**src/rtl/mw_pkg.sv**
```systemverilog
package mw_pkg;
  localparam int DATA_W     = 16;
  localparam int READ_BITS  = DATA_W + 1;
  localparam int ADDR_SLOT0 = 4;
  localparam int SLOT_W     = 5;

  typedef struct packed {
    logic              load;
    logic              shift;
    logic              capture;
    logic              advance;
    logic [SLOT_W-1:0] slot;
  } mwStrobe_t;
endpackage

```
**src/rtl/mw_ctrl.sv**
```systemverilog
module mw_ctrl
  import mw_pkg::*;
#(
  parameter int ADDR_W = 6,
  parameter int DIV_W  = 4
) (
  input  logic             clk,
  input  logic             rstN,
  input  logic             reqValid,
  input  logic             reqZero,
  input  logic [DIV_W-1:0] halfPeriod,
  input  logic             lastWord,
  output mwStrobe_t        strb,
  output logic             busy,
  output logic             done,
  output logic             csel,
  output logic             sclk
);
  localparam int RD_FIRST = ADDR_SLOT0 + ADDR_W;
  localparam int RD_LAST  = RD_FIRST + READ_BITS - 1;
  localparam int FRAME_PH = 2 * (RD_LAST + 1);
  localparam int TOTAL_PH = FRAME_PH + 3;
  localparam int PH_W     = $clog2(TOTAL_PH + 1);

  typedef enum logic {ST_IDLE, ST_RUN} ctrlState_t;

  ctrlState_t        state;
  logic [DIV_W-1:0]  tmr;
  logic [DIV_W-1:0]  hpM1;
  logic [PH_W-1:0]   ph;
  logic              doneQ;
  logic              phaseEnd;
  logic              inFrame;
  logic              frameEnd;
  logic [SLOT_W-1:0] slotIdx;

  assign busy     = (state == ST_RUN);
  assign phaseEnd = busy && (tmr == hpM1);
  assign inFrame  = ph < PH_W'(FRAME_PH);
  assign frameEnd = phaseEnd && (ph == PH_W'(TOTAL_PH - 1));
  assign slotIdx  = SLOT_W'(ph >> 1);

  assign csel = busy && inFrame;
  assign sclk = busy && (inFrame ? ph[0] : (ph == PH_W'(FRAME_PH + 1)));
  assign done = doneQ;

  always_comb begin
    strb.load    = !busy && reqValid && !reqZero;
    strb.shift   = phaseEnd && inFrame && ph[0] && (slotIdx >= SLOT_W'(RD_FIRST));
    strb.capture = strb.shift && (slotIdx == SLOT_W'(RD_LAST));
    strb.advance = frameEnd && !lastWord;
    strb.slot    = slotIdx;
  end

  always_ff @(posedge clk) begin
    if (!rstN) begin
      state <= ST_IDLE;
      tmr   <= '0;
      hpM1  <= '0;
      ph    <= '0;
      doneQ <= 1'b0;
    end else begin
      doneQ <= 1'b0;
      if (!busy) begin
        if (reqValid) begin
          if (reqZero) begin
            doneQ <= 1'b1;
          end else begin
            state <= ST_RUN;
            tmr   <= '0;
            ph    <= '0;
            hpM1  <= (halfPeriod == '0) ? '0 : halfPeriod - 1'b1;
          end
        end
      end else if (phaseEnd) begin
        tmr <= '0;
        if (frameEnd) begin
          ph <= '0;
          if (lastWord) begin
            state <= ST_IDLE;
            doneQ <= 1'b1;
          end
        end else begin
          ph <= ph + 1'b1;
        end
      end else begin
        tmr <= tmr + 1'b1;
      end
    end
  end

  AST_CS_ONLY_BUSY: assert property (@(posedge clk) disable iff (!rstN)
    csel |-> busy);
  AST_CS_RISE_LOW: assert property (@(posedge clk) disable iff (!rstN)
    $rose(csel) |-> !sclk);
  AST_SCLK_HOLD: assert property (@(posedge clk) disable iff (!rstN)
    (busy && !phaseEnd) |=> $stable(sclk));
  AST_SAMPLE_HIGH: assert property (@(posedge clk) disable iff (!rstN)
    strb.shift |-> (sclk && csel));
  AST_ZERO_IMMEDIATE: assert property (@(posedge clk) disable iff (!rstN)
    (!busy && reqValid && reqZero) |=> (done && !busy && !csel));
endmodule

```
**src/rtl/mw_dpath.sv**
```systemverilog
module mw_dpath
  import mw_pkg::*;
#(
  parameter int ADDR_W = 6,
  parameter int CNT_W  = 8
) (
  input  logic              clk,
  input  logic              rstN,
  input  mwStrobe_t         strb,
  input  logic [ADDR_W-1:0] reqAddr,
  input  logic [CNT_W-1:0]  reqCount,
  input  logic              miso,
  output logic              mosi,
  output logic              lastWord,
  output logic              wordValid,
  output logic [DATA_W-1:0] wordData,
  output logic [CNT_W-1:0]  wordIdx
);
  logic [ADDR_W-1:0] addr;
  logic [CNT_W-1:0]  idx;
  logic [CNT_W-1:0]  remain;
  logic [DATA_W-1:0] shReg;
  logic [ADDR_W-1:0] addrHit;

  for (genvar g = 0; g < ADDR_W; g++) begin : gAddrBit
    assign addrHit[g] = addr[g] && (strb.slot == SLOT_W'(ADDR_SLOT0 + ADDR_W - 1 - g));
  end

  assign mosi     = (|addrHit) || (strb.slot == SLOT_W'(1)) || (strb.slot == SLOT_W'(2));
  assign lastWord = (remain == CNT_W'(1));
  assign wordIdx  = idx;

  always_ff @(posedge clk) begin
    if (!rstN) begin
      addr      <= '0;
      idx       <= '0;
      remain    <= '0;
      shReg     <= '0;
      wordData  <= '0;
      wordValid <= 1'b0;
    end else begin
      wordValid <= 1'b0;
      if (strb.load) begin
        addr   <= reqAddr;
        idx    <= '0;
        remain <= reqCount;
      end else if (strb.advance) begin
        addr   <= addr + 1'b1;
        idx    <= idx + 1'b1;
        remain <= remain - 1'b1;
      end
      if (strb.shift) begin
        shReg <= {shReg[DATA_W-2:0], miso};
      end
      if (strb.capture) begin
        wordData  <= {shReg[DATA_W-2:0], miso};
        wordValid <= 1'b1;
      end
    end
  end

  AST_WORD_SINGLE: assert property (@(posedge clk) disable iff (!rstN)
    wordValid |=> !wordValid);
  AST_WORD_REMAIN: assert property (@(posedge clk) disable iff (!rstN)
    wordValid |-> (remain != '0));
endmodule

```
**src/rtl/mw_seq_reader.sv**
```systemverilog
module mw_seq_reader
  import mw_pkg::*;
#(
  parameter int ADDR_W = 6,
  parameter int CNT_W  = 8,
  parameter int DIV_W  = 4
) (
  input  logic              clk,
  input  logic              rstN,
  input  logic              reqValid,
  input  logic [ADDR_W-1:0] reqAddr,
  input  logic [CNT_W-1:0]  reqCount,
  input  logic [DIV_W-1:0]  halfPeriod,
  input  logic              miso,
  output logic              busy,
  output logic              done,
  output logic              csel,
  output logic              sclk,
  output logic              mosi,
  output logic              wordValid,
  output logic [15:0]       wordData,
  output logic [CNT_W-1:0]  wordIdx
);
  mwStrobe_t strb;
  logic      lastWord;

  mw_ctrl #(.ADDR_W(ADDR_W), .DIV_W(DIV_W)) uCtrl (
    .clk(clk), .rstN(rstN), .reqValid(reqValid), .reqZero(reqCount == '0),
    .halfPeriod(halfPeriod), .lastWord(lastWord), .strb(strb),
    .busy(busy), .done(done), .csel(csel), .sclk(sclk)
  );

  mw_dpath #(.ADDR_W(ADDR_W), .CNT_W(CNT_W)) uDpath (
    .clk(clk), .rstN(rstN), .strb(strb), .reqAddr(reqAddr), .reqCount(reqCount),
    .miso(miso), .mosi(mosi), .lastWord(lastWord), .wordValid(wordValid),
    .wordData(wordData), .wordIdx(wordIdx)
  );

  AST_MOSI_HELD: assert property (@(posedge clk) disable iff (!rstN)
    sclk |-> $stable(mosi));
endmodule

```
**config.mk**
```make
export PLATFORM = sky130hd
export DESIGN_NAME = mw_seq_reader
export DESIGN_NICKNAME = d
export VERILOG_FILES = /design/src/rtl/mw_pkg.sv /design/src/rtl/mw_ctrl.sv /design/src/rtl/mw_dpath.sv /design/src/rtl/mw_seq_reader.sv
export SDC_FILE = /design/constraint.sdc
export NUM_CORES = 1
export LEC_CHECK = 0
export BUFFER_PORTS_ARGS = -buffer_cell sky130_fd_sc_hd__buf_2
export CELL_PAD_IN_SITES_DETAIL_PLACEMENT = 0
export CELL_PAD_IN_SITES_GLOBAL_PLACEMENT = 1
export CORE_ASPECT_RATIO = 0.75
export CORE_MARGIN = 2
export CORE_UTILIZATION = 48
export CTS_BUF_LIST = sky130_fd_sc_hd__clkbuf_8
export CTS_CLUSTER_DIAMETER = 40
export DETAILED_ROUTE_END_ITERATION = 7
export GPL_TIMING_DRIVEN = 0
export PLACE_DENSITY_LB_ADDON = 0.1
export SYNTH_ARGS = -nofsm -noshare
export SYNTH_HDL_FRONTEND = slang
export SYNTH_HIERARCHICAL = 1
export SYNTH_SLANG_ARGS = --single-unit
```
**constraint.sdc**
```tcl
create_clock -name clk -period 6.1 [get_ports clk]
set_input_delay 1.22 -clock clk [delete_from_list [all_inputs] [get_ports clk]]
set_output_delay 1.22 -clock clk [all_outputs]
set_load 0.1 [all_outputs]
```
# Yosys cells after proc, flatten, opt, wreduce, memory -nomap -nowiden
# Index checks and enable logic that the tools add are counted.
dict set report classes {
  n_eq_ne 15
  add_sub_neg 6
  n_bitwise 3
  muxes 28
  reduce_logical 31
  n_lt_le_gt_ge 2
}
# cell count
set op_table {}
lappend op_table {{$mux W6} 7}
lappend op_table {{$eq A5 B3 Y1 const B} 4}
lappend op_table {{$mux W4} 5}
lappend op_table {{$logic_and A1 B1 Y1} 17}
lappend op_table {{$mux W8} 2}
lappend op_table {{$mux W1} 14}
lappend op_table {{$add A6 B1 Y6 const B} 2}
lappend op_table {{$eq A6 B6 Y1 const B} 2}
lappend op_table {{$eq A5 B4 Y1 const B} 2}
lappend op_table {{$add A8 B1 Y8 const B} 1}
lappend op_table {{$eq A8 B1 Y1 const B} 1}
lappend op_table {{$logic_not A8 Y1} 1}
lappend op_table {{$sub A8 B1 Y8 const B} 1}
lappend op_table {{$lt A6 B6 Y1 const B} 1}
lappend op_table {{$reduce_and A3 Y1} 2}
lappend op_table {{$reduce_or A6 Y1} 1}
lappend op_table {{$eq A5 B1 Y1 const B} 1}
lappend op_table {{$eq A5 B2 Y1 const B} 1}
lappend op_table {{$eq A5 B5 Y1 const B} 1}
lappend op_table {{$ge A5 B4 Y1 const B} 1}
lappend op_table {{$add A4 B1 Y4 const B} 1}
lappend op_table {{$eq A4 B4 Y1} 1}
lappend op_table {{$logic_not A4 Y1} 1}
lappend op_table {{$ne A2 B2 Y1 const B} 2}
lappend op_table {{7 further kinds} 13}
dict set report word_totals {
  input_bits 22
  reg_bits 70
  wordCells 96
}

# Longest topological paths before layout
# Gate-level depths: netlist of run 1.
dict set report logic_depth {
  depth_word 7
  depth_mapped 10
}

# Modules after synthesis
# The synthesis of run 1 kept the hierarchy.
# mod cells_per_inst n_inst seq_area_each_um2 area_each_um2
set by_module_without_submodules {}
lappend by_module_without_submodules {mw_dpath 240 1 1081.0 2402.3}
lappend by_module_without_submodules {mw_ctrl 125 1 320.3 980.9}
lappend by_module_without_submodules {mw_seq_reader 3 1 0.0 18.8}

# Worst setup path before layout of run 1
# No wires, ideal clock.
dict set report synth_path {
  path_type {reg-to-output}
  startpoint {register uCtrl.state (netlist: uCtrl/busy)}
  endpoint {output sclk}
  stages_incl_launch_ff 4
  arrival_ns 2.865
  setup_slack_ns 2.015
  path_buffers 1
  path_cell_list {dfxtp_1 buf_2 inv_1 a21oi_1}
}
dict set report synth_via {
  elab_chain_len 1
}
# element line_no
set synth_rtl {}
lappend synth_rtl {{start, declared} mw_ctrl.sv:27} ;# ctrlState_t state;
lappend synth_rtl {{start signal, assigned} mw_ctrl.sv:57} ;# state <= ST_IDLE;
lappend synth_rtl {{start signal, assigned} mw_ctrl.sv:69} ;# state <= ST_RUN;
lappend synth_rtl {{start signal, assigned} mw_ctrl.sv:80} ;# state <= ST_IDLE;
lappend synth_rtl {{$logic_and A1 B1 Y1} mw_ctrl.sv:44} ;# assign sclk = busy && (inFrame ? ph[0] : (ph == PH_W'(FRAME_PH + 1)));
lappend synth_rtl {{end, declared} mw_seq_reader.sv:18} ;# output logic sclk,
# Every way passes these cells.

# Worst setup path after layout of run 1
dict set report layout_path {
  startpoint {register uCtrl.ph[2]}
  endpoint {output sclk}
}
dict set report layout_via {
  elab_chain_len 3
  word_cells_on_any_way 4
}
# element line_no
set layout_rtl {}
lappend layout_rtl {{start, declared} mw_ctrl.sv:30} ;# logic [PH_W-1:0] ph;
lappend layout_rtl {{start signal, assigned} mw_ctrl.sv:84} ;# ph <= ph + 1'b1;
lappend layout_rtl {{$lt A6 B6 Y1 / $eq A6 B6 Y1 (equally long branches)} {mw_ctrl.sv:39, mw_ctrl.sv:44}}
lappend layout_rtl {{$mux W1 *} mw_ctrl.sv:44}
lappend layout_rtl {{$logic_and A1 B1 Y1 *} mw_ctrl.sv:44}
# Every way passes the cells marked *; elsewhere a longest branch is shown, timed or not.

==> results of run 1 <==
[per-stage QoR]
stage / instances / worst slack, ns
floorplan: 368 / 2.02
global placement: 503 / 2.53
detailed placement: 503 / 2.48
CTS: 519 / 2.72
global route: 519 / 2.53
finish: 519 / 2.74
[per-layer routing]
layer | global-route usage (%) | vias to the layer above | part of all wire [%]
li1 | - | 1443 | -
met4 | 5.27 | 0 | 0.38
met3 | 6.84 | 2 | 5.8
met5 | 0 | - | 0
met1 | 30.1 | 1315 | 52
met2 | 30.1 | 67 | 41
[worst max-delay path, delay by kind of cell, from the launching register on]
kind / cells / cell delay (ns)
compound gates: 2 / 0.31
buf+inv: 2 / 0.79
flops: 1 / 0.40
simple gates: 2 / 0.29
[cell type report]
| cell class | count | area share, % |
|---|---|---|
| repair buffers | 51 | 6.39 |
| flip-flops and latches | 70 | 35.1 |
| clock buffers | 11 | 3.79 |
| multi-input cells | 261 | 44.9 |
| well taps | 84 | 2.63 |
| plain buffers | 25 | 4.07 |
| clock inverters | 5 | 2.04 |
| inverters | 12 | 1.13 |
[registers in the layout, indices dropped and copies added, names as in the netlist, 4 cells and up]
register and cells:
uCtrl/ph 6, uDpath/shReg 15, uDpath/wordIdx 8, uDpath/addr 6, uCtrl/hpM1 4, uDpath/remain 8
uDpath/wordData 16, uCtrl/tmr 4
[worst max path at each step]
stage / startpoint / to / slack, ns / depth (start not counted)
after floorplan: uCtrl/busy / sclk / 2.02 / 3
after global placement: reqCount[1] / uDpath/remain[7] / 2.53 / 9
after detailed placement: reqCount[1] / uDpath/remain[7] / 2.48 / 9
after CTS: uCtrl/ph[2] / sclk / 2.72 / 6
after global routing: uCtrl/ph[2] / sclk / 2.53 / 6
final: uCtrl/ph[2] / sclk / 2.74 / 6
[cell usage after synthesis, types with 3 or more instances]
cell type,count,area share [%]
a21boi_0,3,0.66
a21o_1,3,0.66
a21oi_1,15,2.2
a31oi_1,9,1.7
buf_2,6,0.88
buf_4,6,1.3
clkbuf_1,7,0.77
dfxtp_1,70,41
ha_1,7,2.6
inv_1,11,1.2
mux2i_1,34,10
nand2_1,19,2.1
nand2b_1,4,0.74
nand3_1,8,1.2
nand4_1,10,1.8
nor2_1,20,2.2
nor2b_1,33,6.1
nor3_1,8,1.2
nor4_1,5,0.92
o211a_1,6,1.8
o21ai_0,18,2.6
or3_1,8,1.5
or4_1,3,0.66
xnor2_1,10,2.6
xor2_1,5,1.3
[cell families after synthesis]
logic type / after synthesis / share of synthesized area (%)
flip-flops: 70 / 41.2
AND/OR/NAND/NOR: 131 / 21.5
buffers and inverters: 37 / 6.11
adder cells (fa/ha/maj): 7 / 2.57
XOR/XNOR: 15 / 3.86
multiplexers: 34 / 10.0
AO/OA/AOI/OAI: 74 / 14.7
[power groups by stage]
stage	Combinational, mW	Sequential (mW)	Clock [mW]
final	0.0971	0.480	0.432
after global routing	0.108	0.481	0.463
after CTS	0.0965	0.479	0.442
after detailed placement	0.0957	0.490	0
after global placement	0.0943	0.490	0
after floorplan	0.0657	0.490	0
==> results.json, run 1 <==
{
  "syn-cell-area_sq_um": 3400,
  "drive_above_1_share_pct": 20.9,
  "required_ns": 4.88,
  "nets": 459,
  "grt_max_degree": 13,
  "cpPeakStageDelay_ns": 0.44,
  "grt_pass1_vias": 2680,
  "tns_ns": 0,
  "p_sw_uw": 250,
  "rsz0062_at_grt": "false",
  "final_util_pct": 58.5,
  "grt_pass1_wl_um": 12800,
  "die_x_um": 101,
  "rr_endpoint": "uDpath/remain[5]",
  "antenna_found_initial": 0,
  "start_util_pct": 49.8,
  "fin_crit_sh_pct": 55.2,
  "status": "completed",
  "end_kind": "primary output",
  "cts_hold_buf": 0,
  "cts_tree": "done",
  "fmax_mhz": 297,
  "synth.distinct_cells": 56,
  "path_cells": "clkbuf_1, a21oi_1, nor2_1, nand4_1, a21oi_1, buf_2",
  "min-delay-start": "uCtrl/hpM1[3]",
  "cp_max_fo": 10,
  "critPathMostFrequentCell": "a21oi_1",
  "synth-seq-area-share_pct": 41.2,
  "via_per_inst": 5.45,
  "whs_path_depth": 2,
  "first_pass_iters": 4,
  "drc": 0,
  "fin_crit_ns": 3.36,
  "clkTransAtPathRegs_ns": 0.08,
  "gr-usage-all-layers_pct": 20.9,
  "stdcell_area_sq_um": 4000,
  "postRouteAntennaNets": 0,
  "clkPwrFrac_pct": 42.8,
  "critPathLaunchType": "flop",
  "timing.slew.headroom_pct": 60.2,
  "critPathKind": "flop to primary output",
  "cellInternalPower_uw": 759,
  "cts.repair.resized": 0,
  "final_common_cell": "dfxtp_1",
  "grt_overflow": 0,
  "setup_viol": 0,
  "fillers": 647,
  "critPathArrivalTime_ns": 2.14,
  "rr_worst_depth": 9,
  "netSwitchingFraction_pct": 24.8,
  "regArea_sq_um": 1400,
  "worst_slew_pin_slew_ns": 0.589,
  "dp_hpwl_um": 5410,
  "syn-num-nets": 397,
  "rrSetupSlack_ns": 3.46,
  "vias": 2827,
  "fp-row-count": 26,
  "finalPower_mw": 1.01,
  "ctsHtreeMaxLevel": 3,
  "ios": 52,
  "diodes": 0,
  "critPathSlowestCell": "buf_2",
  "multi_input_area_sq_um": 1790,
  "dieArea_sq_um": 7780,
  "worstHoldEndpoint": "uCtrl/hpM1[3]",
  "clock_skew_ns": 0.0120,
  "die_y_um": 76.9,
  "ys_ff_latch": 70,
  "maxCapViolCount": 0,
  "cts_buffer_depth": 2,
  "numCtsBuffers": 9,
  "io_buffers": 51,
  "async_reset_ff_share_pct": 0,
  "hold_violations": 0,
  "synthCells": 368,
  "cts_setup_buffers": 0,
  "r2r-start": "uCtrl/ph[1]",
  "synth_warnings": 6,
  "drt_iter0_markers": 80,
  "powerDensity_nw_per_um2": 253,
  "power_leakage_nw": 1.52,
  "root_buffer": "clkbuf_8",
  "gp_congestion": 0.792,
  "post_dp_cell_area_sq_um": 3760,
  "routed_wirelength_um": 7570,
  "seq_power_share_pct": 47.5,
  "syn_to_final_growth_pct": 17.4,
  "routedWlPerCell_um": 14.6,
  "coreArea_sq_um": 6830,
  "hold_ws_ns": 0.474,
  "syn_area_per_cell_sq_um": 9.24,
  "drv_slew": 0,
  "combPwrFrac_pct": 9.6,
  "insertion_delay_ns": 0.34,
  "ir_worst_vdd_mv": 0.127,
  "min_path_type": "flop to flop",
  "synth_enable_flop_cells": 0,
  "final_cell_mix": "dfxtp_1 (70), buf_2 (57), mux2i_1 (34)",
  "clock-sinks": 70,
  "synth_ff_type": "dfxtp_1"
}
(Power assumes the default switching activity.)
==> run 2: changes to the inputs <==
CORE_UTILIZATION = 40   (was 48)
clock period = 2.85 ns   (was 6.1 ns; I/O delays follow)
==> run 2 against run 1 <==
Critical path depth unchanged. First-iteration DRC count increased by 140%. Die area increased by 19%. Clock-buffer cell count decreased by 1. Sequential power increased by 110%. Clock power increased by 86%. Combinational power increased by 110%. Via count increased by 0.18%. Highest routed layer unchanged.
==> results.json, run 2 (same netlist as run 1, synthesis figures left out) <==
{
  "numCtsBuffers": 9,
  "start_util_pct": 40.8,
  "critPathLaunchType": "flop",
  "drc": 0,
  "worstHoldEndpoint": "uDpath/addr[0]",
  "first_pass_iters": 4,
  "rsz0062_at_grt": "true",
  "status": "completed",
  "insertion_delay_ns": 0.34,
  "largest_register_ffs": 16,
  "ios": 52,
  "critPathArrivalTime_ns": 2.12,
  "drv_slew": 0,
  "post_dp_cell_area_sq_um": 3800,
  "p_sw_uw": 529,
  "power_leakage_nw": 1.51,
  "gp_congestion": 0.784,
  "rr_endpoint": "uDpath/remain[4]",
  "final_cell_mix": "dfxtp_1 (70), buf_2 (56), mux2i_1 (34)",
  "cp_max_fo": 10,
  "rrSetupSlack_ns": 0.33,
  "grt_max_degree": 13,
  "vias": 2832,
  "routed_wirelength_um": 7760,
  "die_x_um": 110,
  "clock_skew_ns": 0.00820,
  "finalWorstSetupSlack_ns": 0.163,
  "root_buffer": "clkbuf_8",
  "ir_worst_vdd_mv": 0.217,
  "cts.repair.resized": 0,
  "final_util_pct": 48.0,
  "required_ns": 2.28,
  "cts_tree": "done",
  "dieArea_sq_um": 9270,
  "layout.cells.non_filler": 543,
  "regMostFlops": "uDpath/wordData",
  "fin_crit_ns": 2.69,
  "stdcell_area_sq_um": 4010,
  "timing.slew.headroom_pct": 61.2,
  "clkTransAtPathRegs_ns": 0.08,
  "clock-sinks": 70,
  "grt_overflow": 0,
  "netSwitchingFraction_pct": 26.0,
  "syn_to_final_growth_pct": 17.8,
  "tns_ns": 0,
  "hold_violations": 0,
  "fp-row-count": 29,
  "gr-usage-all-layers_pct": 17.6,
  "antenna_found_initial": 0,
  "end_kind": "primary output",
  "diodes": 0,
  "coreArea_sq_um": 8350,
  "min-delay-start": "reqAddr[0]",
  "routedWlPerCell_um": 14.3,
  "place_inst": 527,
  "largestRegisters": "uDpath/wordData x16, uDpath/shReg x15",
  "grt_pass1_wl_um": 13300,
  "via_per_inst": 5.22,
  "io_buffers": 51,
  "seq_power_share_pct": 50.3,
  "drive_above_1_share_pct": 21.6,
  "ctsHtreeMaxLevel": 3,
  "whs_path_depth": 2,
  "cts_setup_buffers": 0,
  "worst_slew_pin_slew_ns": 0.576,
  "min_path_type": "input port to flop",
  "final_common_cell": "dfxtp_1",
  "cts_buffer_depth": 2,
  "fin_crit_sh_pct": 94.3,
  "maxCapViolCount": 0,
  "postRouteAntennaNets": 0,
  "cts_hold_buf": 0,
  "powerDensity_nw_per_um2": 509,
  "clkPwrFrac_pct": 39.5,
  "die_y_um": 83.9,
  "setup_viol": 0,
  "rr_worst_depth": 9,
  "grt_pass1_vias": 2614,
  "critPathKind": "flop to primary output",
  "fmax_mhz": 372,
  "dp_hpwl_um": 5620,
  "dpl_worst_slack_ns": -0.140,
  "r2r-start": "uCtrl/ph[1]",
  "drt_iter0_markers": 191,
  "cellInternalPower_mw": 1.51,
  "combPwrFrac_pct": 10.2,
  "nets": 459
}
-- run 2: worst max path at each step --
stage | to | depth (start not counted) | startpoint
floorplan | sclk | 3 | uCtrl/busy
global placement | uDpath/remain[7] | 9 | reqCount[1]
detailed placement | uDpath/remain[7] | 9 | reqCount[7]
CTS | sclk | 6 | uCtrl/ph[2]
global route | sclk | 6 | uCtrl/ph[2]
finish | sclk | 6 | uCtrl/ph[2]
-- run 2: metrics by stage --
stage	total power [mW]	hold WS, ns
2_1_floorplan	1.19	0.445
3_3_place_gp	1.25	0.463
3_5_place_dp	1.26	0.476
4_1_cts	2.07	0.443
5_1_grt	2.14	0.446
6_report	2.04	0.459
-- run 2: cell type report --
| class | instances | area (sq um) |
|---|---|---|
| fillers | 841 | 4340 |
| multi-input cells | 261 | 1810 |
| flip-flops and latches | 70 | 1400 |
| repair buffers | 51 | 258 |
| plain buffers | 25 | 163 |
| clock buffers | 10 | 138 |
| well taps | 108 | 135 |
| clock inverters | 6 | 61.3 |
| inverters | 12 | 45.0 |
-- run 2: per-layer routing --
| layer | up-vias | part of all wire, % | global-route usage (%) | wire, um |
|---|---|---|---|---|
| met4 | 0 | 0.93 | 4.77 | 72 |
| met2 | 65 | 41 | 24.9 | 3220 |
| met3 | 7 | 5.2 | 4.94 | 407 |
| met1 | 1312 | 52 | 26.2 | 4060 |
| met5 | - | 0 | 0 | 0 |
| li1 | 1448 | - | - | - |
-- run 2: power by group through the flow --
stage / sequential (mW) / clock [mW] / combinational (mW)
floorplan: 1.05 / 0 / 0.141
global placement: 1.05 / 0 / 0.205
detailed placement: 1.05 / 0 / 0.208
CTS: 1.03 / 0.833 / 0.209
global route: 1.03 / 0.882 / 0.231
finish: 1.03 / 0.805 / 0.208
-- run 2: critical path: stages, from the launching register on --
cell and delay, ns:
dfxtp_1 0.41, clkbuf_1 0.35, a21oi_1 0.15, nor2_1 0.21, nand4_1 0.15, a21oi_2 0.17
clkbuf_4 0.34
